==> config.mk <==
export PLATFORM = sky130hd
export DESIGN_NAME = freq_slew_pair
export DESIGN_NICKNAME = d
export VERILOG_FILES = /design/src/rtl/slew_pkg.sv /design/src/rtl/slew_step_lut.sv /design/src/rtl/slew_stepper.sv /design/src/rtl/slew_channel.sv /design/src/rtl/freq_slew_pair.sv
export SDC_FILE = /design/constraint.sdc
export NUM_CORES = 1
export LEC_CHECK = 0
export ABC_CLOCK_PERIOD_IN_PS = 8600
export BUFFER_PORTS_ARGS = -buffer_cell sky130_fd_sc_hd__buf_2
export CELL_PAD_IN_SITES_DETAIL_PLACEMENT = 1
export CELL_PAD_IN_SITES_GLOBAL_PLACEMENT = 1
export CORE_MARGIN = 8
export CORE_UTILIZATION = 47
export DETAILED_ROUTE_END_ITERATION = 8
export GPL_TIMING_DRIVEN = 0
export PLACE_DENSITY_LB_ADDON = 0.1
export SLEW_MARGIN = 20
export SYNTH_ARGS = -nofsm -noshare
export SYNTH_HDL_FRONTEND = slang
export SYNTH_SLANG_ARGS = --single-unit
==> constraint.sdc <==
create_clock -name clk -period 8.6 [get_ports clk]
set_clock_uncertainty 0.2 [all_clocks]
set_input_delay 1.72 -clock clk [delete_from_list [all_inputs] [get_ports clk]]
set_output_delay 1.72 -clock clk [all_outputs]
set_load 0.02 [all_outputs]
==> src/rtl/slew_pkg.sv <==
package slew_pkg;

    typedef enum logic {
        ST_TRACK = 1'b0,
        ST_RAMP  = 1'b1
    } slew_state_e;

    typedef enum logic [1:0] {
        RATE_OFF = 2'b00,
        RATE_1P0 = 2'b01,
        RATE_1P5 = 2'b10,
        RATE_2P0 = 2'b11
    } rate_sel_e;

    // Step per tick, in 2^-frac LSB, for a ceiling of half_ppm/2 ppm per second.
    function automatic longint step_units(input int half_ppm, input int lsb_per_ppm,
                                          input int frac, input int ticks_per_s);
        longint num;
        num = (longint'(half_ppm) * longint'(lsb_per_ppm)) <<< frac;
        return (num / 2 + longint'(ticks_per_s / 2)) / longint'(ticks_per_s);
    endfunction

endpackage

==> src/rtl/slew_step_lut.sv <==
module slew_step_lut
    import slew_pkg::*;
#(
    parameter int AW          = 40,
    parameter int FRAC        = 16,
    parameter int LSB_PER_PPM = 1024,
    parameter int TICKS_PER_S = 1000
) (
    input  rate_sel_e         rate_i,
    output logic [AW-1:0]     step_o
);

    localparam longint STEP_1P0 = step_units(2, LSB_PER_PPM, FRAC, TICKS_PER_S);
    localparam longint STEP_1P5 = step_units(3, LSB_PER_PPM, FRAC, TICKS_PER_S);
    localparam longint STEP_2P0 = step_units(4, LSB_PER_PPM, FRAC, TICKS_PER_S);

    always_comb begin
        unique case (rate_i)
            RATE_OFF: step_o = '0;
            RATE_1P0: step_o = AW'(STEP_1P0);
            RATE_1P5: step_o = AW'(STEP_1P5);
            RATE_2P0: step_o = AW'(STEP_2P0);
        endcase
    end

endmodule

==> src/rtl/slew_stepper.sv <==
module slew_stepper #(
    parameter int AW = 40
) (
    input  logic signed [AW-1:0] acc_i,
    input  logic signed [AW-1:0] tgt_i,
    input  logic        [AW-1:0] step_i,
    output logic signed [AW-1:0] acc_o,
    output logic                 land_o
);

    logic signed [AW:0] diff;
    logic        [AW:0] mag;

    always_comb begin
        diff   = {tgt_i[AW-1], tgt_i} - {acc_i[AW-1], acc_i};
        mag    = diff[AW] ? (~diff + 1'b1) : diff;
        land_o = (mag <= {1'b0, step_i});
        if (land_o) begin
            acc_o = tgt_i;
        end else if (diff[AW]) begin
            acc_o = acc_i - $signed(step_i);
        end else begin
            acc_o = acc_i + $signed(step_i);
        end
    end

endmodule

==> src/rtl/slew_channel.sv <==
module slew_channel
    import slew_pkg::*;
#(
    parameter int W           = 24,
    parameter int FRAC        = 16,
    parameter int LSB_PER_PPM = 1024,
    parameter int TICKS_PER_S = 1000
) (
    input  logic         clk,
    input  logic         rst_n,
    input  logic         tick_i,
    input  logic         mode_i,
    input  logic         stb_i,
    input  logic [1:0]   rate_sel_i,
    input  logic [W-1:0] tgt_i,
    output logic [W-1:0] out_o,
    output logic         ramping_o
);

    localparam int AW = W + FRAC;

    slew_state_e        state_q, state_d;
    rate_sel_e          rate_q, rate_d;
    logic               mode_seen_q, mode_seen_d;
    logic signed [AW-1:0] acc_q, acc_d;
    logic signed [AW-1:0] tgt_ext, acc_step;
    logic [AW-1:0]      step;
    logic               accept, live_off, land;

    assign tgt_ext  = {tgt_i, {FRAC{1'b0}}};
    assign accept   = stb_i && (mode_i != mode_seen_q);
    assign live_off = (rate_sel_e'(rate_sel_i) == RATE_OFF);

    slew_step_lut #(
        .AW(AW), .FRAC(FRAC), .LSB_PER_PPM(LSB_PER_PPM), .TICKS_PER_S(TICKS_PER_S)
    ) u_lut (
        .rate_i (rate_q),
        .step_o (step)
    );

    slew_stepper #(.AW(AW)) u_step (
        .acc_i  (acc_q),
        .tgt_i  (tgt_ext),
        .step_i (step),
        .acc_o  (acc_step),
        .land_o (land)
    );

    // Transitions: TRACK->RAMP (start), RAMP->RAMP (retarget),
    // RAMP->TRACK (land, or unlimited retarget).
    always_comb begin
        state_d = state_q;
        unique case (state_q)
            ST_TRACK: begin
                if (accept && !live_off) state_d = ST_RAMP;
            end
            ST_RAMP: begin
                if (accept) begin
                    state_d = live_off ? ST_TRACK : ST_RAMP;
                end else if (tick_i && land) begin
                    state_d = ST_TRACK;
                end
            end
        endcase
    end

    always_comb begin
        acc_d       = acc_q;
        rate_d      = rate_q;
        mode_seen_d = mode_seen_q;
        if (accept) begin
            rate_d      = rate_sel_e'(rate_sel_i);
            mode_seen_d = mode_i;
        end
        unique case (state_q)
            ST_TRACK: begin
                if (!(accept && !live_off)) acc_d = tgt_ext;
            end
            ST_RAMP: begin
                if (accept) begin
                    if (live_off) acc_d = tgt_ext;
                end else if (tick_i) begin
                    acc_d = acc_step;
                end
            end
        endcase
    end

    // State register
    always_ff @(posedge clk or negedge rst_n) begin
        if (!rst_n) begin
            state_q <= ST_TRACK;
        end else begin
            state_q <= state_d;
        end
    end

    // Datapath registers
    always_ff @(posedge clk or negedge rst_n) begin
        if (!rst_n) begin
            acc_q       <= '0;
            rate_q      <= RATE_OFF;
            mode_seen_q <= 1'b0;
        end else begin
            acc_q       <= acc_d;
            rate_q      <= rate_d;
            mode_seen_q <= mode_seen_d;
        end
    end

    // Outputs
    always_comb begin
        out_o     = acc_q[AW-1:FRAC];
        ramping_o = (state_q == ST_RAMP);
    end

endmodule

==> src/rtl/freq_slew_pair.sv <==
module freq_slew_pair #(
    parameter int NCH         = 2,
    parameter int W           = 24,
    parameter int FRAC        = 16,
    parameter int LSB_PER_PPM = 1024,
    parameter int TICKS_PER_S = 1000
) (
    input  logic                   clk,
    input  logic                   rst_n,
    input  logic                   tick_i,
    input  logic [NCH-1:0]         mode_i,
    input  logic [NCH-1:0]         xfer_stb_i,
    input  logic [NCH-1:0][1:0]    rate_sel_i,
    input  logic [NCH-1:0][W-1:0]  tgt_i,
    output logic [NCH-1:0][W-1:0]  out_o,
    output logic [NCH-1:0]         ramping_o
);

    for (genvar g = 0; g < NCH; g++) begin : g_ch
        slew_channel #(
            .W(W), .FRAC(FRAC), .LSB_PER_PPM(LSB_PER_PPM), .TICKS_PER_S(TICKS_PER_S)
        ) u_ch (
            .clk        (clk),
            .rst_n      (rst_n),
            .tick_i     (tick_i),
            .mode_i     (mode_i[g]),
            .stb_i      (xfer_stb_i[g]),
            .rate_sel_i (rate_sel_i[g]),
            .tgt_i      (tgt_i[g]),
            .out_o      (out_o[g]),
            .ramping_o  (ramping_o[g])
        );
    end

endmodule

Word level (Yosys, flattened, before mapping) --
Index checks and enable logic that the tools add are counted.
Operators by class: reductions and logical operators 14, $mul 0, bitwise gates (word level) 4, shift operators 0, div/mod/pow operators 0, $add $sub $neg 8, magnitude comparators 2, eq/ne operators 14, muxes and demuxes 28
Operators by type and width (count):
- $mux 40 | 12
- $pmux 40 s4 | 2
- $pmux 40 s2 | 2
- $add 41x1->41 const B | 2
- $le 41x40->1 | 2
- $mux 41 | 2
- $not 41->41 | 2
- $sub 40x40->41 | 2
- $add 40x40->40 | 2
- $sub 40x40->40 | 2
- $ne 3x3->1 const B | 4
- $eq 2x2->1 const B | 4
- $logic_not 2->1 | 4
- $mux 1 | 8
- $logic_and 1x1->1 | 6
- $reduce_and 3->1 | 2
- $eq 2x1->1 const B | 2
- $ne 2x2->1 const B | 2
- $pmux 1 s2 | 2
- $logic_not 1->1 | 2
- $ne 1x1->1 | 2
- $not 1->1 | 2
Word-level totals: register bits 88, bits of input ports 59, bits in writable memories 0, output and inout port bits 50, memories kept 0, latch bits 0, ROM bits 0

Depth between registers and ports, before layout --
depth in word-level cells 9, gate-level depth with buffers 31

Hierarchy --
Synthesis repeated with hierarchy kept, for this count alone.
Unflattened totals: cells, all modules 2725, area, all modules 20737.4 µm²
Modules (own cells, without submodules):
- slew_stepper at g_ch[0].u_ch.u_step | cells each 1131, area an instance 8074.0 µm², instances 1, sequential area each 0.0 µm²
- slew_stepper at g_ch[1].u_ch.u_step | cells each 1096, area an instance 7783.7 µm², instances 1, sequential area each 0.0 µm²
- slew_channel | cells each 206, area an instance 2107.0 µm², instances 2, sequential area each 1101.1 µm²
- slew_step_lut | cells each 43, area an instance 332.8 µm², instances 2, sequential area each 0.0 µm²

Worst setup path after synthesis --
Ideal clock, no wire load.
path kind input to register, start in tgt_i[27] (netlist name), end reg g_ch[1].u_ch.acc_q[38], stages on the path 28, setup time 0.077 ns, data arrival time 8.143 ns, path slack 0.179 ns, path buffers 3, path through ha_1 -> clkbuf_1 -> inv_1 -> nor4_1 -> a221oi_1 -> a211oi_1 -> o2111a_1 -> nor2_1 -> o21a_1 -> clkbuf_1 -> clkbuf_1 -> nor2_1 -> inv_1 -> ha_1 -> a21o_1 -> o41a_1 -> a21o_1 -> o31a_1 -> a21o_1 -> a211o_1 -> a211o_1 -> a21o_1 -> a21oi_1 -> o2111ai_1 -> a21oi_1 -> xnor2_1 -> mux2i_1 -> a21oi_1
Between the ends: cells in the longest elaborated chain, start to end 9, elaborated cells between the ends (all ways) 10, classes of those cells 2 x add/sub; 1 x order compare; 6 x mux; 1 x bitwise
RTL lines:
- start: declaration | RTL line freq_slew_pair.sv:14 | input logic [NCH-1:0][W-1:0] tgt_i,
- $sub 40x40->41 * | RTL line slew_stepper.sv:15 | diff = {tgt_i[AW-1], tgt_i} - {acc_i[AW-1], acc_i};
- $not 41->41 | RTL line slew_stepper.sv:16 | mag = diff[AW] ? (~diff + 1'b1) : diff;
- $add 41x1->41 | RTL line slew_stepper.sv:16
- $mux 41 | RTL line slew_stepper.sv:16
- $le 41x40->1 | RTL line slew_stepper.sv:17 | land_o = (mag <= {1'b0, step_i});
- $mux 40 * | RTL line slew_stepper.sv:18 | if (land_o) begin
- $mux 40 * | RTL line slew_channel.sv:82 | end else if (tick_i) begin
- $mux 40 * | RTL line slew_channel.sv:80 | if (accept) begin
- $pmux 40 s2 * | RTL line slew_channel.sv:75 | unique case (state_q)
- end signal: assignment | RTL line slew_channel.sv:101 | acc_q <= '0;
- end signal: assignment | RTL line slew_channel.sv:105 | acc_q <= acc_d;
- end: declaration | RTL line slew_channel.sv:25 | logic signed [AW-1:0] acc_q, acc_d;
Every way passes the cells marked *; elsewhere a longest branch is shown, timed or not. The select of a mux whose other input is x is not followed. A chain may end at the register's enable or synchronous reset.

Worst setup path in the final report --
start in tgt_i[13] (netlist name), end reg g_ch[0].u_ch.acc_q[39]
Between the ends: cells in the longest elaborated chain, start to end 9, elaborated cells between the ends (all ways) 10, classes of those cells 2 x add/sub; 1 x order compare; 6 x mux; 1 x bitwise
RTL lines (RTL line):
- $sub 40x40->41 * | slew_stepper.sv:15
- $not 41->41 | slew_stepper.sv:16
- $add 41x1->41 | slew_stepper.sv:16
- $mux 41 | slew_stepper.sv:16
- $le 41x40->1 | slew_stepper.sv:17
- $mux 40 * | slew_stepper.sv:18
- $mux 40 * | slew_channel.sv:82
- $mux 40 * | slew_channel.sv:80
- $pmux 40 s2 * | slew_channel.sv:75
- end signal: assignment | slew_channel.sv:101
- end signal: assignment | slew_channel.sv:105
- end: declaration | slew_channel.sv:25
Marks and branches as above.

==> summary.txt <==
Logic synthesis
  – Post-Synthesis Cells: 2079
  – Asr flop ratio synth: 100%
  – Register area share after synthesis: 14.1%
  – Yosys warns: 0
  – Post-synthesis cell area: 15600 µm²
  – Mapped Nets: 2308
  – Seq cells post-synth: 88
  – Post-synth top flop: dfrtp_1
  – Post-synth EDFFs: 0
  – Count of different cell masters after synthesis: 100
  – Mapped Avg Cell Area: 7.50 µm²

Setup path
  – R2R setup slack: 0.95 ns
  – Crit path buffers/inverters: 5
  – Worst path arrival time: 8.35 ns
  – R2r startpoint: g_ch[1].u_ch.acc_q[1]
  – Crit start category: primary input
  – Reg2Reg Depth: 29
  – Reg2reg end: g_ch[1].u_ch.acc_q[38]
  – Req. time, crit path: 8.62 ns
  – CP Capture Type: register
  – Crit Path Class: in -> reg
  – Max stage delay cell, worst path: or3_4
  – Largest delay contributor family on the critical path: simple AND/OR/NAND/NOR gates
  – Worst path max stage delay: 0.46 ns
  – Crit-path max FO: 10

Clock network
  – Clock latency at the later pin of the worst-skew pair: 0.38 ns
  – CTS Root Cell: clkbuf_16
  – H-Tree Depth: 3
  – CTS Buf Count: 9
  – Hold bufs inserted after CTS: 0
  – CTS tree: yes
  – Clock Path Buffers: 2
  – Worst-path clk slew: 0.07 ns
  – CTS sink cnt: 88

Detailed routing
  – DRC viols: 0
  – Routed via count: 16.5k
  – Drt first pass iters: 5
  – WL/cell: 21.0 µm
  – DRT Wirelength: 55.6 mm
  – Via/cell ratio: 6.24
  – Antenna-violating nets left: 0
  – DRT iter0 DRCs: 792

Finish
  – Register area: 2200 µm²
  – Finished Cell Area: 17300 µm²
  – Fillers: 4188
  – Most common cell after layout, fill and taps aside: nand2_1
  – Share of cells above drive strength 1: 12.9%
  – Area delta synth->final: 10.8%
  – Area occupied by multi-input gates: 12300 µm²
  – Ant diodes: 0
  – Final #Nets: 2426
  – Commonest cells after routing, fill and taps aside: nand2_1 (180), ha_1 (164), a21oi_1 (157)

GRT
  – GRT Total Usage: 28.0%
  – Pin count of the biggest net entering global routing: 60
  – Total grt overflow: 0
  – Initial antenna violation count: 0
  – First-pass GRT wire length: 90.0 mm
  – Vias in the first global route: 17.2k

Timing
  – Worst slew margin: 28.6%
  – Count of pins over their slew limit: 0
  – Final worst-path cycle share: 96.8%
  – Worst slew pin tran: 1.07 ns
  – Max frequency: 0.120 GHz
  – Setup-failing EPs final: 0
  – Final Hold Fails: 0
  – Min cycle time layout: 8.33 ns
  – Final worst slack: 0.272 ns

Min path
  – Hold Path End: g_ch[0].u_ch.mode_seen_q
  – Hold depth: 1
  – Hold Path Class: reg -> reg
  – Hold_sp: g_ch[0].u_ch.mode_seen_q

Place
  – Post-DP Area: 16700 µm²
  – Detailed Place HPWL: 44.8 mm
  – Port bufs: 108
  – DP Worst Slack: -1.95 ns
  – Final RePlAce weighted congestion: 0.904

Floorplan
  – DIE AREA: 39200 µm²
  – Die Ht: 198 µm
  – Core area: 32600 µm²
  – Initial Util: 47.8%
  – Die Wd: 198 µm
  – # IOs: 109
  – FP Rows: 66

Run
  – Max_cap viols: 0

Status
  – Status: complete, no violations
==> area by class of cell <==
type | count | share of cell area (%)
plain buffers | 134 | 4.40
clock buffers | 12 | 1.54
clock inverters | 4 | 0.573
inverters | 112 | 2.46
multi-input cells | 1734 | 71.3
flip-flops and latches | 88 | 12.8
well taps | 442 | 3.20
repair buffers | 117 | 3.75
repair inverters | 1 | 0.0290
==> worst reg2reg max path, delay by kind of cell (launching register included) <==
family / cells / cell delay, ns
AND/OR/NAND/NOR: 4 / 1.05
AO/OA/AOI/OAI: 18 / 4.34
flip-flops: 1 / 0.45
adder cells (fa/ha/maj): 2 / 0.63
multiplexers: 1 / 0.09
XOR/XNOR: 1 / 0.14
buffers and inverters: 3 / 0.68
==> layer usage <==
metal	part of all wire (%)	global-route usage, %	vias to the layer above
met4	3.7	12.4	0
li1	-	-	7935
met5	0	0	-
met2	50	50.0	311
met3	2.8	2.39	107
met1	44	33.8	8155
==> Yosys cell counts, types with 13 or more instances <==
master	instances	area (µm²)
a21o_1	78	586
o21ai_1	34	170
or3_1	20	125
nand2_1	180	676
nand2b_1	28	175
nor2_1	120	450
and3_1	25	156
ha_1	168	2100
buf_4	53	398
o221ai_1	21	184
a21oi_1	162	811
xnor2_1	100	876
a31oi_1	27	169
nor4_1	20	125
and2_1	24	150
clkbuf_1	75	282
a211o_1	13	114
dfrtp_1	88	2200
nand3_1	71	355
o21a_1	27	203
nor3_1	53	265
xor2_1	49	429
nor2b_1	20	125
a211oi_1	16	120
inv_1	111	417
o31ai_1	34	255
nand4_1	36	225
o21ai_0	88	440
mux2i_1	37	370
o21bai_1	25	188
or4_1	19	143
o211ai_1	22	165
==> worst max path at each step <==
stage / from / end / slack (ns) / depth (start not counted)
after CTS: tgt_i[13] / g_ch[0].u_ch.acc_q[26] / 0.008 / 28
after global placement: tgt_i[27] / g_ch[1].u_ch.acc_q[39] / -1.78 / 29
after floorplan: tgt_i[27] / g_ch[1].u_ch.acc_q[38] / 0.18 / 28
after detailed placement: tgt_i[27] / g_ch[1].u_ch.acc_q[39] / -1.95 / 29
after global routing: tgt_i[13] / g_ch[0].u_ch.acc_q[39] / -0.0003 / 29
final: tgt_i[13] / g_ch[0].u_ch.acc_q[39] / 0.27 / 29
==> metrics by stage <==
stage	setup TNS [ns]	util (%)	cells	hold slack (ns)
after floorplan	0	-	2079	0.300
after CTS	0	52.8	2650	0.341
after global routing	-0.000347	52.9	2644	0.362
after detailed placement	-41.17	51.3	2631	0.324
final	0	52.9	2644	0.338
after global placement	-35.03	51.1	2629	0.309
==> flip-flops by register name, summed over array words and instances, names as in the netlist <==
register,cells
g_ch.u_ch.rate_q,4
g_ch.u_ch.acc_q,80
g_ch.u_ch.ramping_o,2
g_ch.u_ch.mode_seen_q,2
==> cells by family after synthesis <==
family | count (synthesis) | share of synthesized area (%)
fa+ha+maj | 170 | 13.7
buf+inv | 257 | 7.76
compound gates | 684 | 29.8
simple gates | 685 | 23.2
xor+xnor | 149 | 8.37
mux | 46 | 3.03
flops | 88 | 14.1
==> what timing repair did <==
action                                  CTS  global route
endpoints found under the setup margin   44            47
gates resized for setup                  24            22
gates cloned                              1             0
pin swaps                                 3             1
buffers inserted                          6             1
Power is not shown: default switching activity piles up to over one toggle a cycle in this logic, so the estimate is an artifact.
